$ cat src/rtl/fdb_flush_pkg.sv
`timescale 1ns/1ps
package fdb_flush_pkg;
    localparam int NPORTS    = 11;
    localparam int LOW_PORTS = 8;
    localparam int EXT_PORTS = NPORTS - LOW_PORTS;
    localparam int PORT_W    = 4;
    localparam int VID_W     = 12;
    localparam int FID_W     = 4;
    localparam int REG_W     = 16;
    localparam int ADDR_W    = 3;

    localparam logic [ADDR_W-1:0] A_QUAL = 3'd0;
    localparam logic [ADDR_W-1:0] A_MODE = 3'd1;
    localparam logic [ADDR_W-1:0] A_LOW  = 3'd2;
    localparam logic [ADDR_W-1:0] A_EXT  = 3'd3;
    localparam logic [ADDR_W-1:0] A_ALL  = 3'd4;

    typedef enum logic [1:0] {
        M_PORT = 2'd0,
        M_VID  = 2'd1,
        M_FID  = 2'd2,
        M_RSVD = 2'd3
    } match_mode_e;

    typedef struct packed {
        logic              valid;
        logic              stat;
        logic [PORT_W-1:0] port;
        logic [VID_W-1:0]  vid;
        logic [FID_W-1:0]  fid;
    } fdb_entry_t;

    function automatic logic [PORT_W-1:0] lowest_set(input logic [NPORTS-1:0] m);
        logic [PORT_W-1:0] r;
        r = '0;
        for (int i = NPORTS - 1; i >= 0; i--) begin
            if (m[i]) r = PORT_W'(i);
        end
        return r;
    endfunction
endpackage

$ cat src/rtl/fdb_flush_regs.sv
`timescale 1ns/1ps
module fdb_flush_regs
    import fdb_flush_pkg::*;
(
    input  logic              clk,
    input  logic              rst_n,
    input  logic              wr_en,
    input  logic [ADDR_W-1:0] wr_addr,
    input  logic [REG_W-1:0]  wr_data,
    input  logic [ADDR_W-1:0] rd_addr,
    output logic [REG_W-1:0]  rd_data,
    input  logic [NPORTS-1:0] done_mask,
    input  logic              full_done,
    output logic [NPORTS-1:0] busy,
    output logic              full_busy,
    output logic [VID_W-1:0]  q_vid,
    output logic [FID_W-1:0]  q_fid,
    output match_mode_e       q_mode,
    output logic              q_all
);
    logic [NPORTS-1:0] start_req;
    logic              full_req;

    always_comb begin
        start_req = '0;
        if (wr_en && wr_addr == A_LOW)
            start_req[LOW_PORTS-1:0] = wr_data[LOW_PORTS-1:0];
        if (wr_en && wr_addr == A_EXT)
            start_req[NPORTS-1:LOW_PORTS] = wr_data[EXT_PORTS-1:0];
    end

    assign full_req = wr_en && (wr_addr == A_ALL) && wr_data[0];

    always_ff @(posedge clk or negedge rst_n) begin
        if (!rst_n) begin
            busy      <= '0;
            full_busy <= 1'b0;
            q_vid     <= '0;
            q_fid     <= '0;
            q_mode    <= M_PORT;
            q_all     <= 1'b0;
        end else begin
            busy      <= (busy & ~done_mask) | (start_req & ~busy);
            full_busy <= (full_busy & ~full_done) | (full_req & ~full_busy);
            if (wr_en && wr_addr == A_QUAL) begin
                q_vid <= wr_data[VID_W-1:0];
                q_fid <= wr_data[VID_W+FID_W-1:VID_W];
            end
            if (wr_en && wr_addr == A_MODE) begin
                q_mode <= match_mode_e'(wr_data[1:0]);
                q_all  <= wr_data[2];
            end
        end
    end

    always_comb begin
        case (rd_addr)
            A_QUAL:  rd_data = {q_fid, q_vid};
            A_MODE:  rd_data = REG_W'({q_all, q_mode});
            A_LOW:   rd_data = REG_W'(busy[LOW_PORTS-1:0]) << LOW_PORTS;
            A_EXT:   rd_data = REG_W'(busy[NPORTS-1:LOW_PORTS]) << EXT_PORTS;
            A_ALL:   rd_data = REG_W'(full_busy);
            default: rd_data = '0;
        endcase
    end
endmodule

$ cat src/rtl/fdb_flush_walker.sv
`timescale 1ns/1ps
module fdb_flush_walker
    import fdb_flush_pkg::*;
#(
    parameter int SLOTS = 16,
    localparam int IDX_W = $clog2(SLOTS)
) (
    input  logic              clk,
    input  logic              rst_n,
    input  logic [NPORTS-1:0] busy,
    input  logic              full_busy,
    input  logic [VID_W-1:0]  q_vid,
    input  logic [FID_W-1:0]  q_fid,
    input  match_mode_e       q_mode,
    input  logic              q_all,
    input  fdb_entry_t        cur_entry,
    output logic [IDX_W-1:0]  walk_idx,
    output logic              clr_en,
    output logic [NPORTS-1:0] done_mask,
    output logic              full_done
);
    typedef enum logic [1:0] {
        W_IDLE = 2'd0,
        W_PORT = 2'd1,
        W_FULL = 2'd2
    } walk_state_e;

    walk_state_e       state_q, state_d;
    logic [IDX_W-1:0]  idx_q;
    logic [PORT_W-1:0] port_q;
    match_mode_e       snap_mode;
    logic              snap_all;
    logic [VID_W-1:0]  snap_vid;
    logic [FID_W-1:0]  snap_fid;
    logic              last, qual_ok, hit;

    assign walk_idx = idx_q;
    assign last     = (idx_q == IDX_W'(SLOTS - 1));

    always_comb begin
        case (snap_mode)
            M_VID:   qual_ok = (cur_entry.vid == snap_vid);
            M_FID:   qual_ok = (cur_entry.fid == snap_fid);
            default: qual_ok = 1'b1;
        endcase
    end

    assign hit = cur_entry.valid && (cur_entry.port == port_q) &&
                 (snap_all || !cur_entry.stat) && qual_ok;

    // State register, slot index and pass snapshot
    always_ff @(posedge clk or negedge rst_n) begin
        if (!rst_n) begin
            state_q   <= W_IDLE;
            idx_q     <= '0;
            port_q    <= '0;
            snap_mode <= M_PORT;
            snap_all  <= 1'b0;
            snap_vid  <= '0;
            snap_fid  <= '0;
        end else begin
            state_q <= state_d;
            if (state_q == W_IDLE) begin
                idx_q <= '0;
                if (!full_busy && (|busy)) begin
                    port_q    <= lowest_set(busy);
                    snap_mode <= q_mode;
                    snap_all  <= q_all;
                    snap_vid  <= q_vid;
                    snap_fid  <= q_fid;
                end
            end else begin
                idx_q <= last ? '0 : idx_q + 1'b1;
            end
        end
    end

    // Next state and outputs
    always_comb begin
        state_d   = state_q;
        clr_en    = 1'b0;
        done_mask = '0;
        full_done = 1'b0;
        unique case (state_q)
            W_IDLE: begin
                if (full_busy)   state_d = W_FULL;
                else if (|busy)  state_d = W_PORT;
            end
            W_PORT: begin
                clr_en = hit;
                if (last) begin
                    done_mask = NPORTS'(1) << port_q;
                    state_d   = W_IDLE;
                end
            end
            W_FULL: begin
                clr_en = 1'b1;
                if (last) begin
                    full_done = 1'b1;
                    state_d   = W_IDLE;
                end
            end
            default: state_d = W_IDLE;
        endcase
    end
endmodule

$ cat src/rtl/fdb_flush_table.sv
`timescale 1ns/1ps
module fdb_flush_table
    import fdb_flush_pkg::*;
#(
    parameter int SLOTS = 16,
    localparam int IDX_W = $clog2(SLOTS)
) (
    input  logic             clk,
    input  logic             rst_n,
    input  logic             lrn_en,
    input  logic [IDX_W-1:0] lrn_idx,
    input  fdb_entry_t       lrn_entry,
    input  logic             clr_en,
    input  logic [IDX_W-1:0] clr_idx,
    input  logic [IDX_W-1:0] walk_idx,
    output fdb_entry_t       walk_entry,
    input  logic [IDX_W-1:0] obs_idx,
    output fdb_entry_t       obs_entry
);
    fdb_entry_t slot_q [SLOTS];

    for (genvar g = 0; g < SLOTS; g++) begin : g_slot
        always_ff @(posedge clk or negedge rst_n) begin
            if (!rst_n)
                slot_q[g] <= '0;
            else if (lrn_en && lrn_idx == IDX_W'(g))
                slot_q[g] <= lrn_entry;
            else if (clr_en && clr_idx == IDX_W'(g))
                slot_q[g].valid <= 1'b0;
        end
    end

    assign walk_entry = slot_q[walk_idx];
    assign obs_entry  = slot_q[obs_idx];
endmodule

$ cat src/rtl/fdb_flush_engine.sv
`timescale 1ns/1ps
module fdb_flush_engine
    import fdb_flush_pkg::*;
#(
    parameter int SLOTS = 16,
    localparam int IDX_W = $clog2(SLOTS)
) (
    input  logic              clk,
    input  logic              rst_n,
    input  logic              cfg_wr_en,
    input  logic [ADDR_W-1:0] cfg_wr_addr,
    input  logic [REG_W-1:0]  cfg_wr_data,
    input  logic [ADDR_W-1:0] cfg_rd_addr,
    output logic [REG_W-1:0]  cfg_rd_data,
    input  logic              lrn_en,
    input  logic [IDX_W-1:0]  lrn_idx,
    input  logic              lrn_static,
    input  logic [PORT_W-1:0] lrn_port,
    input  logic [VID_W-1:0]  lrn_vid,
    input  logic [FID_W-1:0]  lrn_fid,
    input  logic [IDX_W-1:0]  obs_idx,
    output logic              obs_valid,
    output logic              obs_static,
    output logic [PORT_W-1:0] obs_port,
    output logic [VID_W-1:0]  obs_vid,
    output logic [FID_W-1:0]  obs_fid
);
    logic [NPORTS-1:0] busy_vec, done_mask;
    logic              full_busy, full_done, clr_en;
    logic [VID_W-1:0]  q_vid;
    logic [FID_W-1:0]  q_fid;
    match_mode_e       q_mode;
    logic              q_all;
    logic [IDX_W-1:0]  walk_idx;
    fdb_entry_t        walk_entry, obs_entry, lrn_entry;

    assign lrn_entry = '{valid: 1'b1, stat: lrn_static, port: lrn_port,
                         vid: lrn_vid, fid: lrn_fid};

    fdb_flush_regs u_regs (
        .clk       (clk),
        .rst_n     (rst_n),
        .wr_en     (cfg_wr_en),
        .wr_addr   (cfg_wr_addr),
        .wr_data   (cfg_wr_data),
        .rd_addr   (cfg_rd_addr),
        .rd_data   (cfg_rd_data),
        .done_mask (done_mask),
        .full_done (full_done),
        .busy      (busy_vec),
        .full_busy (full_busy),
        .q_vid     (q_vid),
        .q_fid     (q_fid),
        .q_mode    (q_mode),
        .q_all     (q_all)
    );

    fdb_flush_walker #(.SLOTS(SLOTS)) u_walker (
        .clk       (clk),
        .rst_n     (rst_n),
        .busy      (busy_vec),
        .full_busy (full_busy),
        .q_vid     (q_vid),
        .q_fid     (q_fid),
        .q_mode    (q_mode),
        .q_all     (q_all),
        .cur_entry (walk_entry),
        .walk_idx  (walk_idx),
        .clr_en    (clr_en),
        .done_mask (done_mask),
        .full_done (full_done)
    );

    fdb_flush_table #(.SLOTS(SLOTS)) u_table (
        .clk        (clk),
        .rst_n      (rst_n),
        .lrn_en     (lrn_en),
        .lrn_idx    (lrn_idx),
        .lrn_entry  (lrn_entry),
        .clr_en     (clr_en),
        .clr_idx    (walk_idx),
        .walk_idx   (walk_idx),
        .walk_entry (walk_entry),
        .obs_idx    (obs_idx),
        .obs_entry  (obs_entry)
    );

    assign obs_valid  = obs_entry.valid;
    assign obs_static = obs_entry.stat;
    assign obs_port   = obs_entry.port;
    assign obs_vid    = obs_entry.vid;
    assign obs_fid    = obs_entry.fid;
endmodule

$ cat config.mk
export PLATFORM = sky130hd
export DESIGN_NAME = fdb_flush_engine
export DESIGN_NICKNAME = d
export VERILOG_FILES = /design/src/rtl/fdb_flush_pkg.sv /design/src/rtl/fdb_flush_regs.sv /design/src/rtl/fdb_flush_walker.sv /design/src/rtl/fdb_flush_table.sv /design/src/rtl/fdb_flush_engine.sv
export SDC_FILE = /design/constraint.sdc
export NUM_CORES = 1
export LEC_CHECK = 0
export CAP_MARGIN = 25
export CORE_AREA = 5 5 207 209
export DETAILED_ROUTE_END_ITERATION = 8
export DIE_AREA = 0 0 212 214
export PLACE_DENSITY = 0.76
export SETUP_SLACK_MARGIN = 0.15
export SLEW_MARGIN = 20
export SYNTH_ARGS = -nofsm -noshare
export SYNTH_HDL_FRONTEND = slang
export SYNTH_SLANG_ARGS = --single-unit
$ cat constraint.sdc
create_clock -name clk -period 3.05 [get_ports clk]
set_input_delay 0.305 -clock clk [delete_from_list [all_inputs] [get_ports clk]]
set_output_delay 0.305 -clock clk [all_outputs]
set_load 0.1 [all_outputs]
==> results of run 1 <==
==> metal layers <==
layer  global-route usage [%]  part of all wire (%)  vias to the layer above  routed length [um]
met1                    39.72                    41                     8089               25870
met3                    5.326                   7.7                      142                4896
li1                         -                     -                     6280                   -
met5                        0                     0                        -                   0
met2                    44.35                    48                      688               30480
met4                    9.598                   3.4                        0                2161
==> final cells by class <==
cell class | count | area (sq um)
antenna | 2 | 5.005
clock buffer | 64 | 1277
clock inverter | 12 | 160.2
fill | 2902 | 14400
inverter | 18 | 67.56
multi-input combinational | 1014 | 11430
sequential | 412 | 10320
tap | 532 | 665.6
timing repair buffer | 207 | 2325
==> through the flow <==
step | instances | util, %
finish | 2261 | 64.58
CTS | 2259 | 64.50
floorplan | 1577 | -
global route | 2259 | 64.57
detailed placement | 2175 | 60.64
global placement | 2175 | 60.64
==> power by group <==
part	internal [W]	switching (W)	total, W
Sequential	0.00683	0.00131	0.00815
Clock	0.00323	0.00220	0.00543
Combinational	0.00447	0.00411	0.00858
Total	0.0145	0.00763	0.0222
==> registers in the layout, indices dropped and copies added (netlist names) <==
name,cells
u_regs.busy,11
u_regs.full_busy,1
u_regs.q_all,1
u_regs.q_fid,4
u_regs.q_mode,2
u_regs.q_vid,12
u_table.slot_q,352
u_walker.port_q,4
u_walker.snap_all,1
u_walker.snap_fid,4
u_walker.snap_mode,2
u_walker.snap_vid,12
u_walker.state_q,2
u_walker.walk_idx,4
==> worst reg2reg max path: cells and delay by family (launching register included) <==
kind / cells / cell delay (ns)
buffers and inverters: 4 / 0.66
xor gates and xnor gates: 1 / 0.17
and+or+nand+nor: 1 / 0.22
muxes: 2 / 1.04
DFF: 1 / 0.49
AOI/OAI and AO/OA: 3 / 0.51
==> Yosys cell counts (8+ instances only) <==
cell type / number / area share [%]
sky130_fd_sc_hd__dfrtp_1: 412 / 46
sky130_fd_sc_hd__mux2_2: 378 / 19
sky130_fd_sc_hd__mux4_2: 162 / 16
sky130_fd_sc_hd__clkbuf_1: 71 / 1.2
sky130_fd_sc_hd__nor2_1: 63 / 1.1
sky130_fd_sc_hd__nand2_1: 62 / 1.0
sky130_fd_sc_hd__mux2i_1: 54 / 2.4
sky130_fd_sc_hd__a21oi_1: 50 / 1.1
sky130_fd_sc_hd__buf_1: 20 / 0.33
sky130_fd_sc_hd__mux4_1: 19 / 2.2
sky130_fd_sc_hd__buf_6: 18 / 0.90
sky130_fd_sc_hd__inv_1: 18 / 0.30
sky130_fd_sc_hd__o21ai_0: 17 / 0.38
sky130_fd_sc_hd__buf_4: 16 / 0.54
sky130_fd_sc_hd__xnor2_1: 15 / 0.59
sky130_fd_sc_hd__nor3_1: 13 / 0.29
sky130_fd_sc_hd__nand2b_1: 12 / 0.33
sky130_fd_sc_hd__and3_1: 11 / 0.31
sky130_fd_sc_hd__a22oi_1: 10 / 0.33
sky130_fd_sc_hd__a31oi_1: 10 / 0.28
sky130_fd_sc_hd__xor2_1: 10 / 0.39
sky130_fd_sc_hd__and2_1: 9 / 0.25
sky130_fd_sc_hd__ha_1: 9 / 0.50
sky130_fd_sc_hd__nor2b_1: 9 / 0.25
sky130_fd_sc_hd__nand3_1: 8 / 0.18
==> worst max-delay path by stage <==
stage | depth (start not counted) | slack [ns] | end | from
after floorplan | 3 | -0.11 | cfg_rd_data[1] | cfg_rd_addr[1]
after global placement | 10 | -0.17 | u_table.slot_q[21] | u_walker.walk_idx[0]
after detailed placement | 10 | -0.30 | u_table.slot_q[21] | u_walker.walk_idx[0]
after CTS | 11 | -0.12 | u_table.slot_q[175] | u_walker.walk_idx[0]
after global routing | 11 | -0.30 | u_table.slot_q[175] | u_walker.walk_idx[0]
final | 11 | -0.16 | u_table.slot_q[21] | u_walker.walk_idx[0]
==> kinds of logic after synthesis <==
logic type | after synthesis | synth area share [%]
muxes | 613 | 39.88
DFF | 412 | 45.97
and+or+nand+nor | 217 | 4.664
buffers and inverters | 151 | 3.509
AOI/OAI and AO/OA | 150 | 4.497
xor gates and xnor gates | 25 | 0.9763
adders and majority gates | 9 | 0.5021
==> timing repair <==
item                                   in CTS  in global routing
setup endpoints to repair                  16                 16
hold buffers                                1                  0
gates cloned                                1                  0
gates resized for setup                    13                  7
endpoints found under the hold margin      82                  0
setup buffers                               6                  0
pin swaps                                   3                  1
==> results.md, run 1 <==
- Of the synthesized area, sequential elements account for 45.97%.
- The CTS root buffer is sky130_fd_sc_hd__clkbuf_16.
- Broken down by cell family, the worst path's largest delay share belongs to multiplexers.
- At the end of routability-driven placement, the weighted congestion stood at 0.8865.
- The detailed-route wire length per cell is 28.04 um.
- The count of nets left with antenna violations once routing finished came out at 0.
- The worst pin sits at a relative slew slack of 30.68%.
- The growth of design area from synthesis to finish is 17.04%.
- The number of maximum-capacitance constraint violations is 0.
- At the worst endpoint, the arrival time is 3.66 ns.
- Setup repair after global routing could not meet its margin everywhere.
- The critical path data required time is 3.50 ns.
- After detailed routing, the number of remaining DRC violations is 0.
- The final reports fail on negative setup slack.
- After synthesis, the mean cell area works out to 14.22 sq um.
- The minimum setup slack in the final design is -0.1603 ns.
- In the synthesized netlist the async set-or-reset flop fraction comes to 100.0%.
- The achievable frequency is 311.5 MHz.
- Global routing consumed, over all layers together, 28.13% of the routing resources.
- STA classifies the critical path endpoint as a flop.
- The first global-routing pass estimated 98.24 mm of wire.
- The total power after layout is 0.02216 W.
- The clock transition at the registers of the reported paths is 0.06 ns.
- The warning count from the yosys run is 0.
- The overflow left after global routing is 0.
- The number of flops mapped to enable cells by yosys is 0.
- The floorplan has 74 rows.
- The final max-slew violation count is 0.
- The number of iterations in the first detailed-routing pass is 8.
- The initial core utilization is 55.18%.
- The initial antenna violation count is 0.
- The number of vias per cell is 6.722.
- The number of sinks handled by clock tree synthesis is 412.
- Synthesis produced a netlist with a net count of 1,641.
- The slowest stage of the critical path is the sky130_fd_sc_hd__mux4_2 cell.
- Synthesis inferred 412 register bits.
- Of all nets on the critical path, the largest fanout is 8.
- In the layout the commonest cells are 409 x sky130_fd_sc_hd__dfrtp_1, 378 x sky130_fd_sc_hd__mux2_2, 169 x sky130_fd_sc_hd__mux4_2.
- In this run the critical register-to-register path is captured at u_table.slot_q[21].
- The depth of the worst register-to-register path is 11.
- After detailed routing, the total wire length is 63.41 mm.
- Timing analysis after detailed placement gives a worst setup slack of -0.3018 ns.
- The area of all placed cells without fillers is 26,250 sq um.
- The gate count after technology mapping is 1,577.
- In the finished design, the share of the clock period the worst path needs comes to 105.3%.
- The number of buffers and inverters on the critical path is 4.
- The path type of the worst min-delay path is in2async.
- The worst register-to-register path has a setup slack of -0.16 ns.
- The kind of critical path is reg2reg.
- Synthesis instantiated 62 different standard cells from the library.
- The number of buffers added by the clock tree synthesis step is 44.
- The final hold violation count is 0.
- The via count of the routed design is 15.20k.
- The number of H-tree branching levels is 2.
- Pin placement for this block handled 93 I/O pins.
- The worst clock skew is 0.01676 ns.
- The launch instance of the worst register-to-register path is u_walker.walk_idx[0].
- IR analysis of the VDD net gives a maximum drop of 514.2 uV.
- The post-route minimum period is 3.210 ns.
- The kind of start point of the critical path is a flop.
- Setup violations remaining at the end of the flow were counted as 16.
- The die area is 45,370 sq um.
- The total area inside the core boundary comes to 40,650 sq um.
- The clock insertion delay at the later pin of the skew report is 0.57 ns.
- The total standard cell area after synthesis is 22,430 sq um.
- TritonCTS built the clock tree.
- The die height is 214 um.
- The share of final-layout standard cells stronger than drive strength 1 is 46.90%.
- Entering global routing, the biggest net connects 94 pins.
- Buffers placed on the I/O ports in this run total 92.
- At the pin with the least slew margin, the transition time is 1.040 ns.
- Leaving out fill and tap cells, the most frequent cell in the layout is sky130_fd_sc_hd__dfrtp_1.
- The clock passes through at most 3 buffers.
- The die is 212 um wide.
- The dominant register cell in the synthesized netlist is sky130_fd_sc_hd__dfrtp_1.
- The areal power density over the cells is 844.2 nW/um^2.
- The critical path goes through buf_6 > mux4_2 > mux4_2 > xor2_1 > a31oi_1 > nand4_1 > buf_4 > o31ai_4 > buf_4 > buf_12 > o21ai_2.
- The sum of negative setup slack is -2.351 ns.
- For this block, the initial DRC count from the detailed router was 1,552.
- The static leakage is 10.80 nW.
- The flow ran to the end, but the final reports show violations.
- The final layout contains 1,761 nets.
- The maximum single-stage delay on the critical path is 0.54 ns.
- The HPWL reported at the end of detailed placement is 40.76 mm.
- Once placement finished, the instance area stood at 24,650 sq um.
- The number of global-route vias before repair is 15.66k.
- The post-route worst hold slack is 0.3467 ns.
Note: power is estimated with default switching activity, not from simulation.
==> run 2: changes to the inputs <==
CORE_AREA = 5 5 197 199   (was 5 5 207 209)
DIE_AREA = 0 0 202 204   (was 0 0 212 214)
PLACE_DENSITY = 0.8   (was 0.76)
clock period = 3 ns   (was 3.05 ns; I/O delays follow)
==> run 2 against run 1 <==
  * The run still ends with negative setup slack left
  * Clock-buffer cell count is 1 lower
  * Setup slack got worse by 0.065 ns
  * Critical path depth grew 1
  * Via count hardly changed
  * Non-clock buffer count up 5
  * Power is 4.6% higher
  * Clock power increased by 6.6%
  * Clock skew is 0.0087 ns higher
  * Register-to-register slack worse by 0.07 ns
  * First-iteration DRC count down 7.9%
  * Final cell count fell by 2.1%
  * Fmax decreased by 0.47%
==> results.md, run 2 (synthesis results as in run 1) <==
- The flow ran to the end, but the final reports show violations.
- The checks that failed: negative setup slack.
- The via count of the routed design is 15.21k (+0.099%).
- The number of standard-cell rows in the floorplan is 71 (-4.1%).
- The static leakage came to 10.90 nW (+0.94%).
- The peak fanout along the critical path is 8 (unchanged).
- Setup repair after global routing could not meet its margin everywhere.
- The die area is 41,210 sq um (-9.2%).
- The final weighted congestion in routability-driven placement was 0.9214 (+3.9%).
- The clock transition at the registers of the reported paths came to 0.06 ns (about the same).
- The remaining routing DRC violations is 0 (unchanged).
- The multi-input combinational cell area is 11,470 sq um (+0.32%).
- In the layout the commonest cells are 409 x sky130_fd_sc_hd__dfrtp_1, 377 x sky130_fd_sc_hd__mux2_2, 176 x sky130_fd_sc_hd__mux4_2.
- The number of DRC markers in iteration 0 is 1,430 (-7.9%).
- The number of fill cells in the layout is 2,367 (-18%).
- The final setup violation count came to 16 (unchanged).
- The detailed-route wire length per cell is 28.59 um (+1.9%).
- The worst clock skew was 0.02545 ns (+0.008696 ns).
- The area after detailed placement was 24,590 sq um (-0.23%).
- The die height was 204 um (-4.7%).
- The critical path data required time is 3.46 ns (-0.04 ns).
- The total power after layout is 0.02318 W (+4.6%).
- The number of sinks handled by clock tree synthesis is 412 (unchanged).
- The number of iterations in the first detailed-routing pass came to 5 (-3).
- More flip-flops sit in one register than any other, and that register is u_table.slot_q.
- The number of input and output port buffers inserted came to 92 (unchanged).
- The number of H-tree branching levels came to 2 (unchanged).
- The worst max-slew margin expressed relative to the limit is 33.02% (+2.3 points).
- The tightest min-delay check is of the in2async type.
- The critical path capture point type is a flop.
- The areal power density over the cells is 877.7 nW/um^2 (+4.0%).
- The overflow left after global routing is 0 (unchanged).
- The depth of the worst register-to-register path was 12 (+1).
- The slowest stage of the critical path is the sky130_fd_sc_hd__or4_4 cell.
- The area growth from synthesis to layout is 17.75%.
- The count of nets left with antenna violations after detail routing is 0 (unchanged).
- The post-layout utilization of the core is 71.29% (+6.7 points).
- The HPWL reported at the end of detailed placement is 40.01 mm (-1.8%).
- The area of all placed cells without fillers is 26,410 sq um (+0.61%).
- The count of boundary I/O pins is 93 (unchanged).
- The signal on the critical path passes through buf_6 > buf_12 > buf_12 > mux4_2 > xor2_1 > a221oi_1 > o2111ai_1 > or4_4 > o31ai_4 > buf_6 > buf_16 > a21oi_2.
- The signal arrival time at the worst endpoint is 3.69 ns (+0.03 ns).
- The number of global-route vias before repair is 16.05k (+2.5%).
- The worst register-to-register path begins at u_walker.walk_idx[0].
- The clock insertion delay at the later pin of the skew report is 0.58 ns (about the same).
- The wire length of the first global-routing pass is 97.05 mm (-1.2%).
- The number of flip-flops under the largest register name came to 352 (unchanged).
- The count of inserted antenna diode cells is 0 (-2).
- The sequential standard cell area was 10,320 sq um (unchanged).
- The slew at the pin closest to its max-slew limit is 1.005 ns (-0.03502 ns).
- The critical path is of the reg2reg type.
- The number of vias per cell is 6.872 (+2.2%).
- The final hold violation count is 0 (unchanged).
- The clock tree from TritonCTS is built.
- The final max-slew violation count is 0 (unchanged).
- The chip width came to 202 um (-4.7%).
- The worst setup path is launched from a flop.
- The sum of negative setup slack was -3.458 ns (-1.107 ns).
- The slack of the worst reg-to-reg path came to -0.23 ns (-0.07 ns).
- The share of the clock period used by the worst path is 107.5% (+2.3 points).
- The maximum single-stage delay on the critical path was 0.52 ns (-0.02 ns).
- The achievable frequency is 310.0 MHz (-0.47%).
- The number of maximum-capacitance constraint violations is 0 (unchanged).
- The post-route minimum period is 3.225 ns (+0.01513 ns).
- The share of final-layout standard cells stronger than drive strength 1 is 48.28% (+1.4 points).
- The overall fraction of global-route tracks in use is 30.86% (+2.7 points).
- The routed wire length is 63.30 mm (-0.17%).
- The maximum VDD drop is 785.1 uV (+53%).
- The area inside the core boundary came to 37,040 sq um (-8.9%).
- The number of buffers added by the clock tree synthesis step is 45 (+2.3%).
- In the final layout, the registers with the most flip-flops are u_table.slot_q: 352 flops, u_regs.q_vid: 12 flops, u_walker.snap_vid: 12 flops.
- The leading cell type in the layout, fill and taps excluded is sky130_fd_sc_hd__dfrtp_1.
- The clock tree buffer depth is 3 (unchanged).
- The root buffer cell chosen for the clock tree is sky130_fd_sc_hd__clkbuf_16.
- The initial core utilization is 60.54% (+5.4 points).
- The endpoint of the most critical register-to-register path is u_table.slot_q[87].
- The minimum setup slack in the final design is -0.2254 ns (-0.06513 ns).
- The number of nets in the layout is 1,767 (+0.34%).
- The initial antenna violation count was 0 (unchanged).
- The maximum number of pins on one net before global-route repair was 87 (-7.4%).
-- run 2: worst max path at each step --
stage | start | endpoint | slack, ns | cells after the start
floorplan | cfg_rd_addr[1] | cfg_rd_data[1] | -0.15 | 3
finish | u_walker.walk_idx[0] | u_table.slot_q[87] | -0.23 | 12
detailed placement | u_walker.walk_idx[0] | u_table.slot_q[21] | -0.23 | 10
global placement | u_walker.walk_idx[0] | u_table.slot_q[21] | -0.18 | 11
CTS | u_walker.walk_idx[0] | u_table.slot_q[263] | -0.17 | 12
global route | u_walker.walk_idx[0] | u_table.slot_q[241] | -0.26 | 13
-- run 2: report_power, final --
part | total, W | internal, W | switching, W
Sequential | 0.00828 | 0.00695 | 0.00133
Clock | 0.00579 | 0.00347 | 0.00232
Combinational | 0.00911 | 0.00478 | 0.00433
Total | 0.0232 | 0.0152 | 0.00798
-- run 2: metrics by stage --
stage	cells	hold WS (ns)	setup slack [ns]
6_report	2214	0.3035	-0.2254
4_1_cts	2211	0.3167	-0.1662
3_3_place_gp	2116	0.3269	-0.1764
3_5_place_dp	2116	0.3375	-0.2328
2_1_floorplan	1577	0.004409	-0.1539
5_1_grt	2214	0.3318	-0.2644
-- run 2: routing by layer --
layer  track usage [%]  wire length, um  vias to the layer above  share of wire, %
li1                  -                -                     6291                 -
met4             13.40             2933                        0               4.6
met3             7.601             5536                      184               8.7
met5                 0                0                        -                 0
met1             41.14            24510                     7967                39
met2             49.02            30320                      772                48
-- run 2: final cells by class --
| cell class | instances | share of cell area (%) |
|---|---|---|
| sequential | 412 | 39.07 |
| clock buffer | 63 | 4.946 |
| clock inverter | 21 | 0.8860 |
| multi-input combinational | 1014 | 43.42 |
| timing repair buffer | 212 | 9.163 |
| tap | 474 | 2.246 |
| inverter | 18 | 0.2653 |
-- run 2: repair_timing --
| action | in CTS | in global routing |
|---|---|---|
| gates cloned | 2 | 0 |
| endpoints found under the setup margin | 16 | 16 |
| hold buffers | 1 | 0 |
| pin swaps | 9 | 8 |
| resized for setup | 28 | 16 |
| buffers inserted | 8 | 3 |
| hold endpoints to repair | 70 | 0 |
-- run 2: critical path, delay by kind of cell (launching register included) --
family          cells  cell delay [ns]
xor+xnor            1             0.17
mux                 1             0.46
compound gates      4             0.76
flops               1             0.51
simple gates        1             0.52
buf+inv             5             0.67
==> run 3: changes to the inputs <==
CORE_AREA = 5 5 280 282   (was 5 5 197 199)
DIE_AREA = 0 0 285 287   (was 0 0 202 204)
GPL_ROUTABILITY_DRIVEN = 0   (was unset)
PLACE_DENSITY = unset   (was 0.8)
==> run 3 against run 2 <==
  * The flow still finishes with violations (negative setup slack)
  * Register-to-register slack worse by 0.04 ns
  * Clock-buffer cell count increased by 5
  * Clock skew decreased by 0.012 ns
  * Final cell count up 24%
  * First-iteration DRC count fell by 8.7%
  * Non-clock buffer count up 29
  * Fmax decreased by 1.1%
  * Global-route usage fell by 14 points
  * Hold slack improved by 0.025 ns
  * Critical path depth unchanged
  * Sequential power about the same
  * Sequential share of layout area fell by 1.4 points
==> results.md, run 3 (synthesis results as in run 1) <==
- The worst setup path is captured at a flop.
- In the layout the commonest cells are 409 x sky130_fd_sc_hd__dfrtp_1, 378 x sky130_fd_sc_hd__mux2_2, 170 x sky130_fd_sc_hd__mux4_2.
- The number of buffers added by the clock tree synthesis step is 46 (+2.2%).
- The share of the clock period used by the worst path is 108.7% (+1.2 points).
- The worst setup slack after placement came to -0.3679 ns (-0.1351 ns).
- The standard cell with the maximum stage delay on the critical path is sky130_fd_sc_hd__dfrtp_4.
- The achievable frequency is 306.6 MHz (-1.1%).
- The slew at the pin closest to its max-slew limit is 0.9273 ns (-0.07748 ns).
- The run finished, with violations left.
- The final standard cell count with taps included and fillers excluded was 2,747 (+24%).
- The count of inserted antenna diode cells was 0 (unchanged).
- The fraction of power spent switching nets is 34.50% (+0.066 points).
- The cell total after placement is 2,654 (+25%).
- The number of global-route vias before repair is 15.82k (-1.4%).
- The count of nets left with antenna violations after detail routing was 0 (unchanged).
- The leading cell type in the layout, fill and taps excluded is sky130_fd_sc_hd__dfrtp_1.
- The remaining routing DRC violations was 0 (unchanged).
- The number of sinks handled by clock tree synthesis is 412 (unchanged).
- The number of H-tree branching levels came to 2 (unchanged).
- The number of input and output port buffers inserted is 92 (unchanged).
- The number of nets in the layout was 1,797 (+1.7%).
- In this design, the largest share of critical-path delay is due to multiplexers.
- The clock insertion delay at the later pin of the skew report is 0.59 ns (about the same).
- The maximum single-stage delay on the critical path is 0.55 ns (+0.03 ns).
- The number of fill cells in the layout is 7,105 (+200%).
- The maximum number of pins on one net before global-route repair was 85 (-2.3%).
- The most numerous cell type found on the critical path is sky130_fd_sc_hd__buf_12.
- The maximum VDD drop is 397.8 uV (-49%).
- The number of iterations in the first detailed-routing pass came to 5 (unchanged).
- The checks that failed: negative setup slack.
- The area growth from synthesis to layout is 22.09%.
- The HPWL reported at the end of detailed placement is 45.75 mm (+14%).
- The area inside the core boundary is 75,440 sq um (+100%).
- The number of DRC markers in iteration 0 was 1,306 (-8.7%).
- The areal power density over the cells came to 854.5 nW/um^2 (-2.6%).
- The die height is 287 um (+41%).
- The post-route worst hold slack is 0.3289 ns (+0.02536 ns).
- The number of maximum-capacitance constraint violations is 0 (unchanged).
- The internal power was 0.01533 W (+0.84%).
- The worst clock skew is 0.01331 ns (-0.01214 ns).
- The count of boundary I/O pins is 93 (unchanged).
- Setup repair after global routing could not meet its margin everywhere.
- The minimum setup slack in the final design is -0.2617 ns (-0.03632 ns).
- The initial antenna violation count is 3 (+3).
- The overall fraction of global-route tracks in use is 16.93% (-14 points).
- The largest registers in the layout are u_table.slot_q: 352 flops, u_regs.q_vid: 12 flops, u_walker.snap_vid: 12 flops.
- The chip width is 285 um (+41%).
- The clock tree buffer depth is 3 (unchanged).
- The post-route minimum period was 3.262 ns (+0.03632 ns).
- The power dissipated by switching net loads is 0.008073 W (+1.1%).
- The clock transition at the registers of the reported paths is 0.06 ns (about the same).
- The CTS root buffer is sky130_fd_sc_hd__clkbuf_16.
- The via count of the routed design is 15.13k (-0.55%).
- Ranked by flip-flop count, first place goes to u_table.slot_q.
- The worst path buffer plus inverter count is 5 (unchanged).
- The worst max-slew margin expressed relative to the limit is 37.71% (+4.7 points).
- The routed wire length is 70.17 mm (+11%).
- The peak fanout along the critical path was 8 (unchanged).
- The overflow left after global routing came to 0 (unchanged).
- The depth of the worst register-to-register path is 12 (unchanged).
- Traced cell by cell, the critical path runs through buf_12 > buf_12 > mux4_2 > mux4_2 > xor2_1 > a31oi_1 > nand4_1 > buf_4 > o31ai_4 > buf_4 > buf_12 > a21oi_2.
- The share of total power in combinational logic is 39.4% (about the same).
- The signal arrival time at the worst endpoint is 3.72 ns (+0.03 ns).
- The launch instance of the worst register-to-register path is u_walker.walk_idx[0].
- The slack of the worst reg-to-reg path is -0.26 ns (-0.04 ns).
- The path class of the tightest hold or removal check is in2reg.
- The final hold violation count is 0 (unchanged).
- The power share of the clock group is 25.2% (+0.2 points).
- The number of flip-flops under the largest register name is 352 (unchanged).
- The final max-slew violation count is 0 (unchanged).
- The wire length of the first global-routing pass is 105.5 mm (+8.7%).
- The die area is 81,800 sq um (+98%).
- The initial core utilization is 29.73% (-31 points).
- The share of final-layout standard cells stronger than drive strength 1 is 48.39% (+0.11 points).
- The static leakage is 11.08 nW (+1.6%).
- The final setup violation count was 16 (unchanged).
- Along the worst hold path, the cell count comes to 2.
- The number of standard-cell rows in the floorplan is 101 (+42%).
- The detailed-route wire length per cell came to 25.55 um (-11%).
- The critical path data required time is 3.46 ns (about the same).
- The critical path is of the reg2reg type.
- STA classifies the critical path startpoint as a flop.
- The number of vias per cell came to 5.508 (-20%).
- The end of the worst hold path is u_regs.q_fid[1].
- The endpoint of the most critical register-to-register path is u_table.slot_q[87].
- The register share of total power is 35.4% (-0.3 points).
- The worst min-delay path startpoint is cfg_wr_data[13].
- The clock tree from TritonCTS is built.
## run 3: area by class of cell
class | count | area, sq um | area share [%]
multi-input cells | 1014 | 11470 | 41.88
flip-flops and latches | 412 | 10320 | 37.68
repair buffers | 241 | 2739 | 10.00
clock buffers | 68 | 1355 | 4.949
well taps | 978 | 1224 | 4.469
clock inverters | 16 | 211.5 | 0.7723
inverters | 18 | 67.56 | 0.2468
## run 3: power by group through the flow
stage / logic [W] / registers [W] / clock network (W)
after floorplan: 0.00633 / 0.00771 / 0
after global placement: 0.00893 / 0.00824 / 0
after detailed placement: 0.00902 / 0.00833 / 0
after CTS: 0.00924 / 0.00823 / 0.00604
after global routing: 0.00977 / 0.00844 / 0.00624
final: 0.00922 / 0.00828 / 0.00590
## run 3: repair_timing
action                                  CTS  global route
resized for setup                        15             5
endpoints found under the hold margin    74             0
endpoints found under the setup margin   16            16
setup buffers                             6             0
hold buffers                              1             0
cloned                                    2             0
pin swaps                                 7             1
## run 3: stage by stage
step	TNS [ns]	util (%)	area [sq um]	power (W)
after CTS	-3.676	36.27	27360	0.02351
after detailed placement	-5.401	34.02	25660	0.01735
after global routing	-5.132	36.29	27380	0.02445
after floorplan	-0.3078	-	22480	0.01404
after global placement	-3.500	34.02	25660	0.01716
final	-3.867	36.29	27380	0.02340
## run 3: layer usage
metal,up-vias,GRT usage (%),part of all wire [%]
li1,6346,-,-
met1,8036,23.23,43
met2,596,26.70,46
met3,150,3.854,7.4
met4,2,5.711,3.4
met5,-,0,0.017
## run 3: how the worst max path moves through the flow
stage | from | endpoint | slack, ns | cells after the start
2_1_floorplan | cfg_rd_addr[1] | cfg_rd_data[1] | -0.15 | 3
3_3_place_gp | u_walker.walk_idx[1] | u_table.slot_q[21] | -0.25 | 12
3_5_place_dp | u_walker.walk_idx[0] | u_table.slot_q[21] | -0.37 | 11
4_1_cts | u_walker.walk_idx[0] | u_table.slot_q[307] | -0.24 | 12
5_1_grt | u_walker.walk_idx[0] | u_table.slot_q[87] | -0.35 | 12
6_report | u_walker.walk_idx[0] | u_table.slot_q[87] | -0.26 | 12
## run 3: worst reg2reg max path: stages, from the launching register on
cell and delay (ns):
sky130_fd_sc_hd__dfrtp_4 0.55, sky130_fd_sc_hd__buf_12 0.16, sky130_fd_sc_hd__buf_12 0.12, sky130_fd_sc_hd__mux4_2 0.42, sky130_fd_sc_hd__mux4_2 0.53, sky130_fd_sc_hd__xor2_1 0.16, sky130_fd_sc_hd__a31oi_1 0.20, sky130_fd_sc_hd__nand4_1 0.19
sky130_fd_sc_hd__buf_4 0.19, sky130_fd_sc_hd__o31ai_4 0.26, sky130_fd_sc_hd__buf_4 0.16, sky130_fd_sc_hd__buf_12 0.13, sky130_fd_sc_hd__a21oi_2 0.06
